### src/rtl/lcb_pkg.sv
`timescale 1ns/1ps
package lcb_pkg;

    typedef enum logic [2:0] {
        ST_IDLE = 3'd0,
        ST_SEL  = 3'd1,
        ST_WIN  = 3'd2,
        ST_RD   = 3'd3,
        ST_WR   = 3'd4
    } lcb_state_e;

    // Decoded view of one host access.
    typedef struct packed {
        logic wr_any;
        logic wr_idx;
        logic wr_dat;
        logic rd_any;
        logic rd_dat;
    } lcb_acc_t;

endpackage

### src/rtl/lcb_decode.sv
`timescale 1ns/1ps
module lcb_decode #(
    parameter int          ADDR_W  = 3,
    parameter logic [ADDR_W-1:0] IDX_OFF = 3'd4,
    parameter logic [ADDR_W-1:0] DAT_OFF = 3'd0
) (
    input  logic [ADDR_W-1:0] host_addr,
    input  logic              host_we,
    input  logic              host_re,
    output lcb_pkg::lcb_acc_t acc
);
    // A read takes precedence over a simultaneous write.
    always_comb begin
        acc.rd_any = host_re;
        acc.rd_dat = host_re && (host_addr == DAT_OFF);
        acc.wr_any = host_we && !host_re;
        acc.wr_idx = acc.wr_any && (host_addr == IDX_OFF);
        acc.wr_dat = acc.wr_any && (host_addr == DAT_OFF);
    end
endmodule

### src/rtl/lcb_seq.sv
`timescale 1ns/1ps
module lcb_seq #(
    parameter int                DATA_W      = 16,
    parameter int                CFG_AW      = 8,
    parameter logic [DATA_W-1:0] UNLOCK_CMD  = 16'h0338,
    parameter logic [DATA_W-1:0] RD_CMD      = 16'h0538,
    parameter logic [DATA_W-1:0] WR_CMD      = 16'h0738,
    parameter logic [DATA_W-1:0] MIRROR_BASE = 16'h1800
) (
    input  logic               clk,
    input  logic               rst,
    input  lcb_pkg::lcb_acc_t  acc,
    input  logic [DATA_W-1:0]  wdata,
    output lcb_pkg::lcb_state_e state,
    output logic [CFG_AW-1:0]  offset
);
    import lcb_pkg::*;

    localparam int HI_W = DATA_W - CFG_AW;
    localparam logic [HI_W-1:0] BASE_HI = MIRROR_BASE[DATA_W-1:CFG_AW];

    lcb_state_e        state_nx;
    logic [CFG_AW-1:0] offset_nx;
    logic              base_hit;

    assign base_hit = (wdata[DATA_W-1:CFG_AW] == BASE_HI);

    always_comb begin
        state_nx  = state;
        offset_nx = offset;
        if (acc.rd_any) begin
            state_nx = ST_IDLE;
        end else if (acc.wr_any) begin
            state_nx = ST_IDLE;
            unique case (state)
                ST_IDLE: if (acc.wr_idx && wdata == UNLOCK_CMD) state_nx = ST_SEL;
                ST_SEL: begin
                    if (acc.wr_dat && base_hit) begin
                        state_nx  = ST_WIN;
                        offset_nx = wdata[CFG_AW-1:0];
                    end
                end
                ST_WIN: begin
                    if (acc.wr_idx && wdata == RD_CMD)      state_nx = ST_RD;
                    else if (acc.wr_idx && wdata == WR_CMD) state_nx = ST_WR;
                end
                default: state_nx = ST_IDLE;
            endcase
        end
    end

    always_ff @(posedge clk) begin
        if (rst) begin
            state  <= ST_IDLE;
            offset <= '0;
        end else begin
            state  <= state_nx;
            offset <= offset_nx;
        end
    end
endmodule

### src/rtl/lcb_route.sv
`timescale 1ns/1ps
module lcb_route #(
    parameter int DATA_W = 16
) (
    input  lcb_pkg::lcb_state_e state,
    input  logic               host_we,
    input  logic               host_re,
    input  logic               rd_dat,
    input  logic               wr_dat,
    input  logic [DATA_W-1:0]  ds_rdata,
    input  logic [DATA_W-1:0]  cfg_rdata,
    output logic               ds_we,
    output logic               ds_re,
    output logic               cfg_we,
    output logic               cfg_re,
    output logic [DATA_W-1:0]  host_rdata
);
    import lcb_pkg::*;

    logic take_rd, take_wr;

    always_comb begin
        take_rd    = rd_dat && (state == ST_RD);
        take_wr    = wr_dat && (state == ST_WR);
        cfg_re     = take_rd;
        cfg_we     = take_wr;
        ds_re      = host_re && !take_rd;
        ds_we      = host_we && !take_wr;
        host_rdata = take_rd ? cfg_rdata : ds_rdata;
    end
endmodule

### src/rtl/legacy_cfg_backdoor.sv
`timescale 1ns/1ps
module legacy_cfg_backdoor #(
    parameter int                ADDR_W      = 3,
    parameter int                DATA_W      = 16,
    parameter int                CFG_AW      = 8,
    parameter logic [ADDR_W-1:0] IDX_OFF     = 3'd4,
    parameter logic [ADDR_W-1:0] DAT_OFF     = 3'd0,
    parameter logic [DATA_W-1:0] UNLOCK_CMD  = 16'h0338,
    parameter logic [DATA_W-1:0] RD_CMD      = 16'h0538,
    parameter logic [DATA_W-1:0] WR_CMD      = 16'h0738,
    parameter logic [DATA_W-1:0] MIRROR_BASE = 16'h1800
) (
    input  logic              clk,
    input  logic              rst,
    input  logic [ADDR_W-1:0] host_addr,
    input  logic              host_we,
    input  logic              host_re,
    input  logic [DATA_W-1:0] host_wdata,
    output logic [DATA_W-1:0] host_rdata,
    output logic [ADDR_W-1:0] ds_addr,
    output logic              ds_we,
    output logic              ds_re,
    output logic [DATA_W-1:0] ds_wdata,
    input  logic [DATA_W-1:0] ds_rdata,
    output logic [CFG_AW-1:0] cfg_addr,
    output logic              cfg_we,
    output logic              cfg_re,
    output logic [DATA_W-1:0] cfg_wdata,
    input  logic [DATA_W-1:0] cfg_rdata
);
    import lcb_pkg::*;

    lcb_acc_t   acc;
    lcb_state_e seq_state;

    lcb_decode #(.ADDR_W(ADDR_W), .IDX_OFF(IDX_OFF), .DAT_OFF(DAT_OFF)) u_dec (
        .host_addr (host_addr),
        .host_we   (host_we),
        .host_re   (host_re),
        .acc       (acc)
    );

    lcb_seq #(
        .DATA_W(DATA_W), .CFG_AW(CFG_AW), .UNLOCK_CMD(UNLOCK_CMD),
        .RD_CMD(RD_CMD), .WR_CMD(WR_CMD), .MIRROR_BASE(MIRROR_BASE)
    ) u_seq (
        .clk    (clk),
        .rst    (rst),
        .acc    (acc),
        .wdata  (host_wdata),
        .state  (seq_state),
        .offset (cfg_addr)
    );

    lcb_route #(.DATA_W(DATA_W)) u_route (
        .state      (seq_state),
        .host_we    (host_we),
        .host_re    (host_re),
        .rd_dat     (acc.rd_dat),
        .wr_dat     (acc.wr_dat),
        .ds_rdata   (ds_rdata),
        .cfg_rdata  (cfg_rdata),
        .ds_we      (ds_we),
        .ds_re      (ds_re),
        .cfg_we     (cfg_we),
        .cfg_re     (cfg_re),
        .host_rdata (host_rdata)
    );

    assign ds_addr   = host_addr;
    assign ds_wdata  = host_wdata;
    assign cfg_wdata = host_wdata;
endmodule

### config.mk
export PLATFORM = sky130hd
export DESIGN_NAME = legacy_cfg_backdoor
export DESIGN_NICKNAME = d
export VERILOG_FILES = /design/src/rtl/lcb_pkg.sv /design/src/rtl/lcb_decode.sv /design/src/rtl/lcb_seq.sv /design/src/rtl/lcb_route.sv /design/src/rtl/legacy_cfg_backdoor.sv
export SDC_FILE = /design/constraint.sdc
export NUM_CORES = 1
export LEC_CHECK = 0
export BUFFER_PORTS_ARGS = -buffer_cell sky130_fd_sc_hd__buf_2
export CAP_MARGIN = 20
export CORE_UTILIZATION = 25
export DETAILED_ROUTE_END_ITERATION = 12
export GPL_TIMING_DRIVEN = 0
export PLACE_DENSITY_LB_ADDON = 0.05
export SETUP_SLACK_MARGIN = 0.3
export SYNTH_ARGS = -nofsm -noshare
export SYNTH_HDL_FRONTEND = slang
export SYNTH_SLANG_ARGS = --single-unit
### constraint.sdc
create_clock -name clk -period 2 [get_ports clk]
set_input_delay 0.3 -clock clk [delete_from_list [all_inputs] [get_ports clk]]
set_output_delay 0.3 -clock clk [all_outputs]
set_load 0.01 [all_outputs]
# Yosys cells after proc, flatten, opt, wreduce, memory -nomap -nowiden
# Cells that the tools add are included.
# W data, S select, Z words.
[totals]
reg_bits = 11
latchBits = 0
ram_bits = 0
mem_bits_ro = 0
in_bits = 55
output_inout_bits = 63
word_cells = 37
mem_count = 0
[classes]
add_sub_neg = 0
multipliers = 0
n_div = 0
n_lt_le_gt_ge = 0
eq_ne = 9
shift = 0
mux = 6
bitwise_logic = 1
reduce_logical = 19
[ops]
columns = ["operator", "count"]
rows = [
  ["$eq A16 B11 Y1 const B", 2],
  ["$eq A16 B10 Y1 const B", 1],
  ["$mux W16", 1],
  ["$logic_and A1 B1 Y1", 12],
  ["$pmux W3 S3", 1],
  ["$eq A8 B5 Y1 const B", 1],
  ["$eq A3 B2 Y1 const B", 2],
  ["$eq A3 B3 Y1 const B", 2],
  ["$logic_not A3 Y1", 2],
  ["$mux W3", 2],
  ["$reduce_and A4 Y1", 1],
  ["$eq A3 B1 Y1 const B", 1],
  ["$logic_not A1 Y1", 3],
  ["$mux W2", 1],
  ["$reduce_or A2 Y1", 1],
  ["$mux W1", 1],
  ["$not A1 Y1", 1],
]

# Longest topological paths before layout
[depth]
depth_word = 7
mapped_depth = 5
ltp_nobuf = 4

# Hierarchy
# A second synthesis with hierarchy kept.
[unflattened]
hier_cells = 116
hier_area_um2 = 1113.6
[modules_own_cells]
columns = ["mod", "n_inst", "cells_per_inst", "area_each_um2", "seq_area_each_um2"]
rows = [
  ["lcb_seq", 1, 53, 521.8, 220.2],
  ["lcb_route", 1, 22, 274.0, 0.0],
  ["legacy_cfg_backdoor", 1, 35, 262.8, 0.0],
  ["lcb_decode", 1, 6, 55.1, 0.0],
]

# Worst setup path after synthesis
# No wires, ideal clock.
[synth_path]
path_kind = "input to output"
startpoint = "input host_addr[2]"
endpoint = "output host_rdata[12]"
arrival_ns = 1.479
required_ns = 1.700
path_slack_ns = 0.221
stages = 5
path_buffers = 2
cell_sequence = "nor3_1 > and4_1 > buf_2 > buf_2 > mux2_2"
[synth_via]
elab_chain_len = 4
[synth_lines]
columns = ["item", "line", "text"]
rows = [
  ["start: declaration", "legacy_cfg_backdoor.sv:15", "input logic [ADDR_W-1:0] host_addr,"],
  ["$logic_not A3 Y1", "lcb_decode.sv:15", "acc.rd_dat = host_re && (host_addr == DAT_OFF);"],
  ["$logic_and A1 B1 Y1", "lcb_decode.sv:15", ""],
  ["$logic_and A1 B1 Y1", "lcb_route.sv:23", "take_rd = rd_dat && (state == ST_RD);"],
  ["via cfg_re", "legacy_cfg_backdoor.sv:27", "output logic cfg_re,"],
  ["$mux W16", "lcb_route.sv:29", "host_rdata = take_rd ? cfg_rdata : ds_rdata;"],
  ["end: declaration", "legacy_cfg_backdoor.sv:19", "output logic [DATA_W-1:0] host_rdata,"],
]
# The timed path passes the listed nets, and every way through them passes these cells.

# Worst setup path after layout
[layout_path]
startpoint = "register u_seq.state[0]"
endpoint = "output host_rdata[11]"
[layout_via]
elab_chain_len = 3
[layout_lines]
columns = ["item", "line", "text"]
rows = [
  ["start: declaration", "lcb_seq.sv:14", "output lcb_pkg::lcb_state_e state,"],
  ["start signal: assignment", "lcb_seq.sv:57", "state <= state_nx;"],
  ["$eq A3 B2 Y1", "lcb_route.sv:23", ""],
  ["$logic_and A1 B1 Y1", "lcb_route.sv:23", ""],
  ["$mux W16", "lcb_route.sv:29", ""],
]
# No other way between the ends.

==> results.sh <==
export IMPL_status="finished clean"
export IMPL_fmax_mhz=516
export IMPL_clkSinkCount=11
export IMPL_worst_slew_pin_slew_ps=463
export IMPL_syn_area_um2=1020
export IMPL_grt_pass1_vias=1096
export IMPL_path_max_fanout=8
export IMPL_yosysTopAreaCell="buf_4"
export IMPL_synth_cells=117
export IMPL_combPwrFrac=0.378
export IMPL_hold_end="u_seq.offset[2]$_SDFFE_PP0P_"
export IMPL_endpoint_kind="output pin"
export IMPL_syn2layout_area_growth_pct=102
export IMPL_dp_hpwl_mm=2.65
export IMPL_avgSynthCellArea_um2=8.69
export IMPL_swShare=0.274
export IMPL_antenna_found_initial=0
export IMPL_synth_area_leaders="buf_4, dfxtp_1, mux2_2"
export IMPL_p_leak_nw=1.09
export IMPL_die_area_um2=4330
export IMPL_synth_nets=172
export IMPL_grt_pass1_wl_mm=5.36
export IMPL_ys_seq_area_frac=0.216
export IMPL_path_clk_slew_ps=50
export IMPL_num_nets_final=304
export IMPL_grtUsageTotal=0.162
export IMPL_critPathRequiredTime_ps=1700
export IMPL_totalPowerFinal_uw=718
export IMPL_tns_ps=0
export IMPL_seqPwrFrac=0.304
export IMPL_final_max_slew_violation_count=0
export IMPL_rr_startpoint="u_seq.state[0]$_SDFFE_PP0N_"
export IMPL_clock_skew_ps=5.91
export IMPL_p_clk_frac=0.319
export IMPL_num_rows=22
export IMPL_via_count=1253
export IMPL_p_sw_uw=197
export IMPL_cts_tree="built"
export IMPL_ys_types=24
export IMPL_max_cap_violations=0
export IMPL_routed_via_density=4.23
export IMPL_fin_crit_ps=1940
export IMPL_htreeDepth=1
export IMPL_cts_hold_buffers=0
export IMPL_root_buffer="clkbuf_8"
export IMPL_ios=118
export IMPL_r2r_cells=7
export IMPL_die_h_um=65.8
export IMPL_setup_viol=0
export IMPL_ant_nets=0
export IMPL_clk_latency_ps=240
export IMPL_dp_cells=281
export IMPL_n_antenna_cell=0
export IMPL_netlist_area_leader_share=0.258
export IMPL_grt_max_degree=11
export IMPL_die_width_um=65.8
export IMPL_fill_cells=386
export IMPL_ir_worst_vdd_mv=0.241
export IMPL_r2r_end="u_seq.offset[5]$_SDFFE_PP0P_"
export IMPL_first_pass_iters=4
export IMPL_gp_congestion=0.690
export IMPL_setup_ws_ps=61.2
export IMPL_intPower_uw=521
export IMPL_path_class="reg2out"
export IMPL_timing_slew_headroom=0.691
export IMPL_core_um2=3770
export IMPL_fin_cells=296
export IMPL_ys_seq_elements=11
export IMPL_fin_util=0.544
export IMPL_drive_above_1_share=0.770
export IMPL_routed_wl_mm=3.69
export IMPL_final_period_utilization=0.969
export IMPL_avgRoutedWirePerCell_um=12.5
export IMPL_start_util=0.270
export IMPL_whs_path_depth=3
export IMPL_port_buffer_count=116
export IMPL_drc=0
export IMPL_worstPathArrival_ps=1640
export IMPL_clk_path_buf_depth=2
export IMPL_final_common_cell="buf_2"
export IMPL_overflow=0
export IMPL_hold_viol=0
export IMPL_cts_made_buffers=3
export IMPL_reg2reg_slack_ps=290
export IMPL_min_path_type="in2reg"
export IMPL_initialDrtViolationCount=42
export IMPL_final_cell_mix="buf_2, buf_4, buf_6, mux2_4, nor2_1"
export IMPL_rsz0062_at_grt="true"
export IMPL_synth_warnings=0
export IMPL_crit_path_start_kind="register"
export IMPL_dpl_worst_slack_ps=-83.0
export IMPL_hp_start="host_wdata[2]"
export IMPL_power_density_nw_per_um2=350
synthesized netlist by cell type, drive strengths merged:
master,n
inv,1
mux2i,8
nand4,1
and4,2
or4,2
buf,38
nor2,12
o31a,1
nor3,4
clkbuf,1
nand4bb,1
nor4,2
nand4b,2
nor2b,5
dfxtp,11
and3,1
mux2,16
nand2,2
o21ai,4
or4b,1
nand3,2
sequential cells by signal, indices dropped and copies added, names as in the netlist:
| signal | cells |
|---|---|
| u_seq.state | 3 |
| u_seq.offset | 8 |
stage by stage:
step | cell area [µm²] | hold WS (ps)
2_1_floorplan | 1020 | 447
3_5_place_dp | 1660 | 477
3_3_place_gp | 1660 | 472
4_1_cts | 2040 | 345
5_1_grt | 2050 | 367
6_report | 2050 | 339
area by class of cell:
class	count	area, µm²	share of cell area
well taps	48	60.1	0.0293
multi-input cells	66	587	0.286
flip-flops and latches	11	226	0.110
clock buffers	4	45.0	0.0219
inverters	1	3.75	0.00183
repair buffers	127	827	0.403
plain buffers	39	304	0.148
worst max-delay path, cell delays in order, from the launching register on:
cell	delay, ps
dfxtp_2	320
nor2b_1	120
and4_1	190
buf_6	120
buf_6	90
buf_12	120
mux2_4	310
buf_6	120
layer usage:
metal	share of wire	up-vias	track usage
li1	-	640	-
met1	0.40	572	0.201
met5	0	-	0
met4	0.0027	0	0.0245
met3	0.056	3	0.0431
met2	0.54	38	0.283
what timing repair did:
item	CTS	global route
endpoints found under the setup margin	26	26
buffers inserted	8	1
pin swaps	5	0
gates resized for setup	48	2
gates cloned	2	0
power groups by stage:
stage	combinational (mW)	clock, mW	sequential, mW
after CTS	0.271	0.234	0.218
after floorplan	0.113	0	0.224
after detailed placement	0.234	0	0.224
after global placement	0.232	0	0.224
after global routing	0.292	0.243	0.218
final	0.271	0.229	0.218
worst max-delay path by stage:
stage          slack (ps)                        start              to
2_1_floorplan         320                 host_addr[2]  host_rdata[12]
3_3_place_gp         -100                 host_addr[2]   host_rdata[7]
3_5_place_dp          -80                 host_addr[2]   host_rdata[2]
4_1_cts                80  u_seq.state[0]$_SDFFE_PP0N_   host_rdata[6]
5_1_grt                -2  u_seq.state[0]$_SDFFE_PP0N_  host_rdata[11]
6_report               60  u_seq.state[0]$_SDFFE_PP0N_  host_rdata[11]
logic make-up after synthesis:
logic type      share of synthesized area
flops                               0.216
compound gates                     0.0283
buf+inv                             0.287
mux                                 0.256
simple gates                        0.213
Power figures use the tool's default switching activity.
